==> config.mk <==
export PLATFORM = sky130hd
export DESIGN_NAME = aic_top
export DESIGN_NICKNAME = d
export VERILOG_FILES = /design/src/rtl/aic_pkg.sv /design/src/rtl/aic_src_bank.sv /design/src/rtl/aic_cpu_port.sv /design/src/rtl/aic_top.sv
export SDC_FILE = /design/constraint.sdc
export NUM_CORES = 1
export LEC_CHECK = 0
export BUFFER_PORTS_ARGS = -buffer_cell sky130_fd_sc_hd__clkbuf_2
export CORE_MARGIN = 4
export CORE_UTILIZATION = 35
export DETAILED_ROUTE_END_ITERATION = 8
export SLEW_MARGIN = 20
export SYNTH_ARGS = -nofsm -noshare
export SYNTH_HDL_FRONTEND = slang
export SYNTH_SLANG_ARGS = --single-unit
==> constraint.sdc <==
create_clock -name clk -period 3.34 [get_ports clk]
set_clock_uncertainty 0.05 [all_clocks]
set_input_delay 0 -clock clk [delete_from_list [all_inputs] [get_ports clk]]
set_output_delay 0 -clock clk [all_outputs]
set_load 0.02 [all_outputs]
==> src/rtl/aic_pkg.sv <==
package aic_pkg;
  localparam int DATA_W = 32;

  typedef enum logic [1:0] {
    EV_NONE = 2'd0,
    EV_HW   = 2'd1,
    EV_IPI  = 2'd2
  } ev_kind_e;

  typedef struct packed {
    logic [13:0] rsvd;
    ev_kind_e    kind;
    logic [15:0] num;
  } event_t;

  localparam logic [3:0] REGION_GLOBAL = 4'd0;
  localparam logic [3:0] REGION_AFF    = 4'd1;
  localparam logic [3:0] REGION_CPU    = 4'd2;

  localparam logic [1:0] GRP_MSET = 2'd0;
  localparam logic [1:0] GRP_MCLR = 2'd1;
  localparam logic [1:0] GRP_SSET = 2'd2;
  localparam logic [1:0] GRP_SCLR = 2'd3;

  localparam logic [3:0] OFF_EVENT = 4'd0;
  localparam logic [3:0] OFF_ISET  = 4'd1;
  localparam logic [3:0] OFF_ICLR  = 4'd2;
  localparam logic [3:0] OFF_IMSET = 4'd3;
  localparam logic [3:0] OFF_IMCLR = 4'd4;
  localparam logic [3:0] OFF_ISTAT = 4'd5;

  function automatic event_t make_event(ev_kind_e k, logic [15:0] n);
    event_t e;
    e.rsvd = '0;
    e.kind = k;
    e.num  = n;
    return e;
  endfunction
endpackage

==> src/rtl/aic_src_bank.sv <==
module aic_src_bank #(
  parameter int NUM_IRQ = 48,
  parameter int NUM_CPU = 2,
  parameter int IDX_W   = 8
) (
  input  logic                              clk,
  input  logic                              rst_n,
  input  logic [NUM_IRQ-1:0]                hw_irq,
  input  logic [NUM_IRQ-1:0]                mask_set_v,
  input  logic [NUM_IRQ-1:0]                mask_clr_v,
  input  logic [NUM_IRQ-1:0]                sw_set_v,
  input  logic [NUM_IRQ-1:0]                sw_clr_v,
  input  logic [NUM_IRQ-1:0]                ack_v,
  input  logic                              aff_we,
  input  logic [IDX_W-1:0]                  aff_idx,
  input  logic [NUM_CPU-1:0]                aff_wdata,
  output logic [NUM_IRQ-1:0]                mask_q,
  output logic [NUM_IRQ-1:0]                sw_q,
  output logic [NUM_IRQ-1:0]                pend_lvl,
  output logic [NUM_IRQ-1:0][NUM_CPU-1:0]   aff_q,
  output logic [NUM_CPU-1:0][NUM_IRQ-1:0]   elig
);
  localparam logic [NUM_CPU-1:0] AFF_RST = NUM_CPU'(1);

  // level view of each line: wire ORed with its software trigger
  assign pend_lvl = hw_irq | sw_q;

  always_ff @(posedge clk) begin
    if (!rst_n) begin
      mask_q <= '1;
      sw_q   <= '0;
    end else begin
      mask_q <= (mask_q & ~mask_clr_v) | mask_set_v | ack_v;
      sw_q   <= (sw_q & ~sw_clr_v) | sw_set_v;
    end
  end

  for (genvar i = 0; i < NUM_IRQ; i++) begin : g_aff
    always_ff @(posedge clk) begin
      if (!rst_n)                                  aff_q[i] <= AFF_RST;
      else if (aff_we && aff_idx == IDX_W'(i))     aff_q[i] <= aff_wdata;
    end
  end

  for (genvar c = 0; c < NUM_CPU; c++) begin : g_cpu
    for (genvar i = 0; i < NUM_IRQ; i++) begin : g_line
      assign elig[c][i] = pend_lvl[i] & ~mask_q[i] & aff_q[i][c];
    end
  end

  p_ack_onehot_r6: assert property (@(posedge clk) disable iff (!rst_n)
    $onehot0(ack_v));

  p_ack_masks_r6: assert property (@(posedge clk) disable iff (!rst_n)
    (|ack_v) |=> ((mask_q & $past(ack_v)) == $past(ack_v)));

  p_sw_clear_drops_r10: assert property (@(posedge clk) disable iff (!rst_n)
    (|sw_clr_v && sw_set_v == '0) |=> ((sw_q & $past(sw_clr_v)) == '0));
endmodule

==> src/rtl/aic_cpu_port.sv <==
module aic_cpu_port
  import aic_pkg::*;
#(
  parameter int NUM_IRQ = 48
) (
  input  logic               clk,
  input  logic               rst_n,
  input  logic [NUM_IRQ-1:0] elig,
  input  logic [1:0]         ipi_set,
  input  logic [1:0]         ipi_clr,
  input  logic [1:0]         ipi_mset,
  input  logic [1:0]         ipi_mclr,
  input  logic               take,
  output event_t             evt,
  output logic [NUM_IRQ-1:0] hw_ack,
  output logic [3:0]         ipi_state,
  output logic               irq
);
  logic [1:0] ipi_pend, ipi_mask, ipi_live, ipi_take;
  logic [15:0] hw_num;

  function automatic logic [15:0] lowest_idx(input logic [NUM_IRQ-1:0] v);
    logic [15:0] r;
    r = '0;
    for (int i = NUM_IRQ - 1; i >= 0; i--) if (v[i]) r = 16'(i);
    return r;
  endfunction

  function automatic logic [NUM_IRQ-1:0] below(input logic [15:0] n);
    logic [NUM_IRQ-1:0] r;
    for (int i = 0; i < NUM_IRQ; i++) r[i] = (32'(i) < 32'(n));
    return r;
  endfunction

  assign ipi_live  = ipi_pend & ~ipi_mask;
  assign hw_num    = lowest_idx(elig);
  assign ipi_state = {ipi_mask, ipi_pend};

  always_comb begin
    if (ipi_live[0])     evt = make_event(EV_IPI, 16'd0);
    else if (ipi_live[1]) evt = make_event(EV_IPI, 16'd1);
    else if (|elig)      evt = make_event(EV_HW, hw_num);
    else                 evt = make_event(EV_NONE, 16'd0);
  end

  always_comb begin
    hw_ack = '0;
    if (take && evt.kind == EV_HW) hw_ack[hw_num[$clog2(NUM_IRQ+1)-1:0]] = 1'b1;
  end

  assign ipi_take = (take && evt.kind == EV_IPI) ? (evt.num[0] ? 2'b10 : 2'b01) : 2'b00;

  always_ff @(posedge clk) begin
    if (!rst_n) begin
      ipi_pend <= '0;
      ipi_mask <= '1;
    end else begin
      ipi_pend <= (ipi_pend & ~ipi_clr) | ipi_set;
      ipi_mask <= (ipi_mask & ~ipi_mclr) | ipi_mset | ipi_take;
    end
  end

  assign irq = (|elig) | (|ipi_live);

  p_lowest_wins_r5: assert property (@(posedge clk) disable iff (!rst_n)
    (evt.kind == EV_HW) |-> ((elig & below(evt.num)) == '0));

  p_ipi_first_r7: assert property (@(posedge clk) disable iff (!rst_n)
    (|ipi_live) |-> (evt.kind == EV_IPI));

  p_irq_matches_event_r12: assert property (@(posedge clk) disable iff (!rst_n)
    irq == (evt.kind != EV_NONE));

  p_ipi_take_masks_r8: assert property (@(posedge clk) disable iff (!rst_n)
    (take && evt.kind == EV_IPI) |=> ipi_mask[$past(evt.num[0])]);

  p_empty_take_quiet_r9: assert property (@(posedge clk) disable iff (!rst_n)
    (take && evt.kind == EV_NONE && ipi_mset == '0 && ipi_mclr == '0) |=> $stable(ipi_mask));
endmodule

==> src/rtl/aic_top.sv <==
module aic_top
  import aic_pkg::*;
#(
  parameter int NUM_CPU = 2,
  parameter int NUM_IRQ = 48,
  parameter int CPU_W   = (NUM_CPU > 1) ? $clog2(NUM_CPU) : 1
) (
  input  logic               clk,
  input  logic               rst_n,
  input  logic [NUM_IRQ-1:0] hw_irq,
  input  logic               bus_en,
  input  logic               bus_we,
  input  logic [CPU_W-1:0]   bus_cpu,
  input  logic [11:0]        bus_addr,
  input  logic [31:0]        bus_wdata,
  output logic [31:0]        bus_rdata,
  output logic [NUM_CPU-1:0] irq_out
);
  localparam int IDX_W = 8;

  logic       rd, wr;
  logic [3:0] region, view, roff, tgt;
  logic [1:0] grp;
  logic [5:0] widx;
  logic       tgt_ok;

  assign rd     = bus_en & ~bus_we;
  assign wr     = bus_en & bus_we;
  assign region = bus_addr[11:8];
  assign grp    = bus_addr[7:6];
  assign widx   = bus_addr[5:0];
  assign view   = bus_addr[7:4];
  assign roff   = bus_addr[3:0];
  assign tgt    = (view == 4'd0) ? 4'(bus_cpu) : view - 4'd1;
  assign tgt_ok = (32'(tgt) < NUM_CPU);

  logic [NUM_IRQ-1:0] mask_set_v, mask_clr_v, sw_set_v, sw_clr_v, ack_v;
  logic [NUM_IRQ-1:0] mask_q, sw_q, pend_lvl;
  logic [NUM_IRQ-1:0][NUM_CPU-1:0] aff_q;
  logic [NUM_CPU-1:0][NUM_IRQ-1:0] elig, hw_ack;
  logic [NUM_CPU-1:0][3:0] ipi_state;
  event_t evt_arr [NUM_CPU];

  // decode of the write-one vectors, one bit per line
  for (genvar i = 0; i < NUM_IRQ; i++) begin : g_dec
    logic hit;
    assign hit           = wr && region == REGION_GLOBAL && widx == 6'(i / 32);
    assign mask_set_v[i] = hit && grp == GRP_MSET && bus_wdata[i % 32];
    assign mask_clr_v[i] = hit && grp == GRP_MCLR && bus_wdata[i % 32];
    assign sw_set_v[i]   = hit && grp == GRP_SSET && bus_wdata[i % 32];
    assign sw_clr_v[i]   = hit && grp == GRP_SCLR && bus_wdata[i % 32];
  end

  aic_src_bank #(.NUM_IRQ(NUM_IRQ), .NUM_CPU(NUM_CPU), .IDX_W(IDX_W)) u_bank (
    .clk       (clk),
    .rst_n     (rst_n),
    .hw_irq    (hw_irq),
    .mask_set_v(mask_set_v),
    .mask_clr_v(mask_clr_v),
    .sw_set_v  (sw_set_v),
    .sw_clr_v  (sw_clr_v),
    .ack_v     (ack_v),
    .aff_we    (wr && region == REGION_AFF),
    .aff_idx   (bus_addr[IDX_W-1:0]),
    .aff_wdata (bus_wdata[NUM_CPU-1:0]),
    .mask_q    (mask_q),
    .sw_q      (sw_q),
    .pend_lvl  (pend_lvl),
    .aff_q     (aff_q),
    .elig      (elig)
  );

  for (genvar c = 0; c < NUM_CPU; c++) begin : g_port
    logic sel;
    assign sel = region == REGION_CPU && tgt_ok && tgt == 4'(c);
    aic_cpu_port #(.NUM_IRQ(NUM_IRQ)) u_port (
      .clk      (clk),
      .rst_n    (rst_n),
      .elig     (elig[c]),
      .ipi_set  ((wr && sel && roff == OFF_ISET)  ? bus_wdata[1:0] : 2'b00),
      .ipi_clr  ((wr && sel && roff == OFF_ICLR)  ? bus_wdata[1:0] : 2'b00),
      .ipi_mset ((wr && sel && roff == OFF_IMSET) ? bus_wdata[1:0] : 2'b00),
      .ipi_mclr ((wr && sel && roff == OFF_IMCLR) ? bus_wdata[1:0] : 2'b00),
      .take     (rd && sel && roff == OFF_EVENT),
      .evt      (evt_arr[c]),
      .hw_ack   (hw_ack[c]),
      .ipi_state(ipi_state[c]),
      .irq      (irq_out[c])
    );
  end

  always_comb begin
    ack_v = '0;
    for (int c = 0; c < NUM_CPU; c++) ack_v = ack_v | hw_ack[c];
  end

  function automatic logic [31:0] pick_word(input logic [NUM_IRQ-1:0] v, input logic [5:0] w);
    logic [31:0] r;
    r = '0;
    for (int b = 0; b < 32; b++)
      if (int'(w) * 32 + b < NUM_IRQ) r[b] = v[int'(w) * 32 + b];
    return r;
  endfunction

  always_comb begin
    bus_rdata = '0;
    if (rd) begin
      unique case (region)
        REGION_GLOBAL: begin
          unique case (grp)
            GRP_MSET: bus_rdata = pick_word(mask_q, widx);
            GRP_MCLR: bus_rdata = pick_word(pend_lvl, widx);
            default:  bus_rdata = pick_word(sw_q, widx);
          endcase
        end
        REGION_AFF: begin
          for (int i = 0; i < NUM_IRQ; i++)
            if (bus_addr[IDX_W-1:0] == IDX_W'(i)) bus_rdata = 32'(aff_q[i]);
        end
        REGION_CPU: begin
          for (int c = 0; c < NUM_CPU; c++) begin
            if (tgt_ok && tgt == 4'(c)) begin
              if (roff == OFF_EVENT)      bus_rdata = 32'(evt_arr[c]);
              else if (roff == OFF_ISTAT) bus_rdata = 32'(ipi_state[c]);
            end
          end
        end
        default: bus_rdata = '0;
      endcase
    end
  end

  p_empty_read_quiet_r9: assert property (@(posedge clk) disable iff (!rst_n)
    (rd && region == REGION_CPU && roff == OFF_EVENT && bus_rdata == '0) |=> $stable(mask_q));

  p_bad_view_reads_zero_r11: assert property (@(posedge clk) disable iff (!rst_n)
    (rd && region == REGION_CPU && !tgt_ok) |-> (bus_rdata == '0));

  p_masked_silent_r3: assert property (@(posedge clk) disable iff (!rst_n)
    ((pend_lvl & ~mask_q) == '0) |-> (ack_v == '0));
endmodule

Yosys cells after proc, flatten, opt, wreduce, memory -nomap -nowiden

Cells that the tools add are included.

Register bits: 200
Input port bits: 97
Output and inout port bits: 34
Word-level logic and storage cells: 1289

Add/sub/neg operators: 32
Magnitude comparators: 69
Equal/unequal tests: 63
Mux-type cells: 559
Bitwise operators: 224
Reduce and logical (&&, ||, !) cells: 288

Operators with widths:

| kind                  | number |
|---|---|
| $mux 32               | 57 |
| $mux 16               | 94 |
| $lt 32x7->1 const B   | 31 |
| $bmux 1 s6            | 93 |
| $lt 12x7->1 const B   | 31 |
| $mux 1                | 290 |
| $logic_and 1x1->1     | 277 |
| $or 48x48->48         | 5 |
| $add 11x5->12 const B | 16 |
| $and 1x1->1           | 146 |
| $eq 8x5->1 const B    | 16 |
| $eq 8x6->1 const B    | 16 |
| $add 11x4->12 const B | 8 |
| $and 48x48->48        | 2 |
| $mux 48               | 2 |
| $not 48->48           | 2 |
| $pmux 32 s3           | 1 |
| $reduce_or 48->1      | 2 |
| $eq 8x4->1 const B    | 8 |
| $pmux 32 s2           | 1 |
| $not 1->1             | 49 |
| $add 11x3->12 const B | 4 |
| $mux 17               | 2 |
| $eq 8x3->1 const B    | 4 |
| 29 further kinds      | 78 |

Logic depth before layout (Yosys ltp)

Depth after elaboration: 61
Gate-level depth with buffers: 12
Depth with buffers taken out: 9

Cells and area by module

Synthesis repeated with hierarchy kept, for this count alone.

Cell total of the unflattened synthesis: 2251
Area, all modules: 16837.4 um^2

By module, submodules not included:

| module       | instances | cells each | area each (um^2) | seq. area each (um^2) |
|---|---|---|---|---|
| aic_src_bank | 1         | 919        | 8370.5           | 3843.7 |
| aic_top      | 1         | 788        | 5158.7           | 0.0 |
| aic_cpu_port | 2         | 272        | 1654.1           | 80.1 |

Worst setup path after synthesis

No wires, ideal clock.

Path type: register -> output
Start point: register u_bank.sw_q[20]
End point: output bus_rdata[1]
Arrival time: 2.363 ns
Data required time: 3.290 ns
Slack: 0.927 ns
Cell stages (with the launch flop): 9
Cell sequence: dfxtp_1 o21ba_2 a22oi_1 and2b_1 a211o_1 a2111oi_0 or2_1 a31oi_1 o32ai_1

Longest elaborated chain between the ends: 34

RTL lines:

| element                  | RTL line           | RTL |
|---|---|---|
| from (decl)              | aic_src_bank.sv:18 | `output logic [NUM_IRQ-1:0] sw_q,` |
| from (signal assigned)   | aic_src_bank.sv:34 | `sw_q <= (sw_q & ~sw_clr_v) \| sw_set_v;` |
| $or 48x48->48            | aic_src_bank.sv:26 | `assign pend_lvl = hw_irq \| sw_q;` |
| $and 1x1->1 (2 in a row) | aic_src_bank.sv:47 | `assign elig[c][i] = pend_lvl[i] & ~mask_q[i] & aff_q[i][c];` |
| $mux 16 (21 in a row)    | aic_cpu_port.sv:25 | `for (int i = NUM_IRQ - 1; i >= 0; i--) if (v[i]) r = 16'(i);` |
| $mux 17                  | aic_cpu_port.sv:42 | `else if (\|elig) evt = make_event(EV_HW, hw_num);` |
| $mux 32                  | aic_cpu_port.sv:41 | `else if (ipi_live[1]) evt = make_event(EV_IPI, 16'd1);` |
| $mux 32                  | aic_cpu_port.sv:40 | `if (ipi_live[0]) evt = make_event(EV_IPI, 16'd0);` |
| $mux 32                  | aic_top.sv:123     | `if (roff == OFF_EVENT) bus_rdata = 32'(evt_arr[c]);` |
| $mux 32                  | aic_top.sv:122     | `if (tgt_ok && tgt == 4'(c)) begin` |
| $mux 32                  | aic_top.sv:124     | `else if (roff == OFF_ISTAT) bus_rdata = 32'(ipi_state[c]);` |
| $mux 32                  | aic_top.sv:123     |  |
| $mux 32                  | aic_top.sv:122     |  |
| $pmux 32 s3 (*)          | aic_top.sv:108     | `unique case (region)` |
| $mux 32 (*)              | aic_top.sv:107     | `if (rd) begin` |
| to (decl)                | aic_top.sv:16      | `output logic [31:0] bus_rdata,` |

Every way passes the cells marked *; elsewhere a longest branch is shown, timed or not. The select of a mux whose other input is x is not followed.

Worst setup path in the final report

Start point: register u_bank.mask_q[46]
End point: output bus_rdata[3]

Longest elaborated chain between the ends: 60

RTL lines:

| element                  | RTL line           | RTL |
|---|---|---|
| from (decl)              | aic_src_bank.sv:17 | `output logic [NUM_IRQ-1:0] mask_q,` |
| from (signal assigned)   | aic_src_bank.sv:33 | `mask_q <= (mask_q & ~mask_clr_v) \| mask_set_v \| ack_v;` |
| $not 1->1                | aic_src_bank.sv:47 |  |
| $and 1x1->1 (2 in a row) | aic_src_bank.sv:47 |  |
| $mux 16 (47 in a row)    | aic_cpu_port.sv:25 |  |
| $mux 17                  | aic_cpu_port.sv:42 |  |
| $mux 32                  | aic_cpu_port.sv:41 |  |
| $mux 32                  | aic_cpu_port.sv:40 |  |
| $mux 32                  | aic_top.sv:123     |  |
| $mux 32                  | aic_top.sv:122     |  |
| $mux 32                  | aic_top.sv:124     |  |
| $mux 32                  | aic_top.sv:123     |  |
| $mux 32                  | aic_top.sv:122     |  |
| $pmux 32 s3 (*)          | aic_top.sv:108     |  |
| $mux 32 (*)              | aic_top.sv:107     |  |

Marks and branches as above.

==> flow_metrics.tcl <==
set metrics [dict create \
    drt_pass1_iterations 7 \
    min_path_cells 3 \
    cp_data_required_time_ns 3.29 \
    antenna_found_initial 1 \
    drc_errors 0 \
    cp-end-kind "output port" \
    gp_congestion 1.03 \
    ys_ff_latch 200 \
    hpwl_mm 52.9 \
    synth_edf_count 0 \
    synth.area.mux_share_pct 2.97 \
    cts_buffers 17 \
    dp_cells 2504 \
    drive_gt1_share_pct 19.0 \
    layout_commonest_cell "nand2_1" \
    floorplan.initialDensity_pct 35.7 \
    power.leakage_nw 6.06 \
    power.density_nw_per_um2 310 \
    cts.sinks 200 \
    ys_seq_area_share_pct 29.6 \
    grt_max_degree 61 \
    vias 16500 \
    clk_latency_ns 0.47 \
    core_area_um2 37900 \
    drt_iter0_drc 2321 \
    clk_pin_slew_ns 0.07 \
    finalSetupViolations 0 \
    relSlewSlack_pct 26.9 \
    die_area_um2 41900 \
    area_growth_pct 20.0 \
    final_cell_mix "nand2_1 (359), dfxtp_1 (197), nand3_1 (144)" \
    finalCriticalPeriod_ns 3.29 \
    synth_compound_area_share_pct 34.8 \
    synth_cell_types 93 \
    syn-num-nets 1987 \
    hold_class "in2reg" \
    synth_area_um2 13500 \
    p_total_mw 5.03 \
    tightest_slew_ns 1.08 \
    crit_fanout 4 \
    ios 131 \
    regToRegEndpoint "u_bank.mask_q[5]$_SDFF_PN1_" \
    ant_nets 0 \
    finalSetupTns_ns 0 \
    syn_area_per_cell_um2 7.17 \
    cts-root-buf "clkbuf_16" \
    fin_nets 2146 \
    timing.fmax_ghz 0.304 \
    max-cap-violations 0 \
    reg2reg_from "u_bank.sw_q[42]$_SDFF_PN0_" \
    synth_fa_ha_area_share_pct 0 \
    gr-total-overflow 0 \
    grt_pass1_wl_mm 100 \
    async_reset_ff_share_pct 0 \
    drt_wl_total_mm 68.7 \
    synth_top_flop_cell "dfxtp_1" \
    finalCritPeriodShare_pct 98.5 \
    grt_pass1_vias 15200 \
    track_usage_pct 31.8 \
    via_per_inst 6.42 \
    yosys_warnings 0 \
    crit_path_start_kind "flip-flop" \
    cts_tree "yes" \
    slew_viol_final 0 \
    wl_per_cell_um 26.7 \
    synth-simple-area-share_pct 26.1 \
    min_from "rst_n" \
    yosys.area_share.xor_xnor_pct 0 \
    cts_max_level 4 \
    diodes 0 \
    hold_viol_final 0 \
    worstRegToRegCells 10 \
    ff2ff_setup_slack_ns 0.22 \
    die_h_um 205 \
    min_to "u_bank.sw_q[19]$_SDFF_PN0_" \
    critPathKind "reg2out" \
    arrival_ns 3.24 \
    status "finished clean" \
    syn_inst 1890 \
    ir_drop_v 0.000339 \
    io_buffers 130 \
    ctsLongestPathBuffers 2 \
    synth_top_family_by_area "compound AO/OA/AOI/OAI gates" \
    die_w_um 205 \
    core.rowCount 71 \
    finalNonFillerCells 2573 \
]
==> cell families (layout without fill, tap and decap cells) <==
kind of cell | Yosys count | in the layout
muxes | 37 | 37
AOI/OAI and AO/OA | 657 | 657
and+or+nand+nor | 786 | 786
DFF | 200 | 200
buffers and inverters | 210 | 382
==> critical path, cell delays in order, from the launching register on <==
cell,delay [ns]
dfxtp_1,0.43
o21ba_2,0.22
a22oi_2,0.27
nor4b_4,0.27
buf_4,0.15
nor3b_2,0.15
buf_4,0.14
nand4_1,0.22
and3_4,0.30
and2_1,0.18
a21oi_2,0.13
a31oi_1,0.11
buf_4,0.17
==> state kept, by name, summed over array words and instances, names as in the netlist <==
name	cells
g_port.u_port.ipi_mask	4
g_port.u_port.ipi_pend	4
u_bank.aff_q	96
u_bank.mask_q	48
u_bank.sw_q	48
==> report_power, final <==
| group | leakage (nW) | switching [mW] | internal [mW] | total (mW) |
|---|---|---|---|---|
| logic | 4.18 | 0.401 | 0.185 | 0.586 |
| clock network | 0.264 | 0.993 | 1.07 | 2.06 |
| registers | 1.61 | 0.000242 | 2.38 | 2.38 |
==> metrics by stage <==
stage / cell area [µm²] / utilization (%) / worst slack, ns / hold slack (ns)
2_1_floorplan: 13500 / - / 0.927 / 0.0983
3_3_place_gp: 15200 / 40.0 / -0.0400 / 0.238
3_5_place_dp: 15200 / 40.0 / -0.00263 / 0.244
4_1_cts: 16100 / 42.5 / -0.00421 / 0.0286
5_1_grt: 16300 / 42.9 / -0.0257 / 0.0755
6_report: 16300 / 42.9 / 0.0507 / 0.0568
==> area by class of cell <==
cell class | instances | area, µm²
well taps | 511 | 639
repair buffers | 281 | 1940
multi-input cells | 1480 | 8850
flip-flops and latches | 200 | 4010
fillers | 3975 | 21700
clock inverters | 9 | 92.6
inverters | 69 | 262
clock buffers | 23 | 468
==> timing repair <==
item                                    4_1_cts  5_1_grt
pin swaps                                     2        5
resized for setup                            17       24
hold buffers                                 30        0
hold endpoints to repair                     82        0
endpoints found under the setup margin        4        6
buffers inserted                              2        5
==> per-layer routing <==
metal  global-route usage (%)  part of all wire [%]  up-vias
li1                         -                     -     7349
met1                     42.8                    41     7922
met2                     49.2                    44     1035
met3                     5.05                   9.4      198
met4                     16.2                   6.1        2
met5                        0                 0.019        -
==> synth_stat cells, types with 13 or more instances <==
cell type  count  area [µm²]
nand2_1      359        1350
dfxtp_1      200        4000
nand3_1      144         721
a21oi_1      143         716
nor2_1       141         529
clkbuf_1      99         372
a22oi_1       94         706
o21ai_0       76         380
inv_1         68         255
o221ai_1      45         394
o21ba_2       41         410
a221oi_1      37         324
nor3_1        35         175
a31oi_1       30         188
mux2i_1       29         290
o22ai_1       26         163
o211ai_1      25         188
nand4_1       24         150
a221o_1       20         200
buf_2         20         100
a22o_1        15         131
a211oi_1      13        97.6
nor2b_1       13        81.3
==> worst max path at each step <==
| stage | from | endpoint | slack (ns) |
|---|---|---|---|
| CTS | u_bank.sw_q[42]$_SDFF_PN0_ | bus_rdata[3] | -0.004 |
| finish | u_bank.mask_q[46]$_SDFF_PN1_ | bus_rdata[3] | 0.05 |
| floorplan | u_bank.sw_q[20]$_SDFF_PN0_ | bus_rdata[1] | 0.93 |
| detailed placement | u_bank.mask_q[26]$_SDFF_PN1_ | bus_rdata[2] | -0.003 |
| global placement | u_bank.mask_q[27]$_SDFF_PN1_ | bus_rdata[2] | -0.04 |
| global route | u_bank.mask_q[46]$_SDFF_PN1_ | bus_rdata[16] | -0.03 |
No activity file was read; power rests on OpenSTA's default activity.
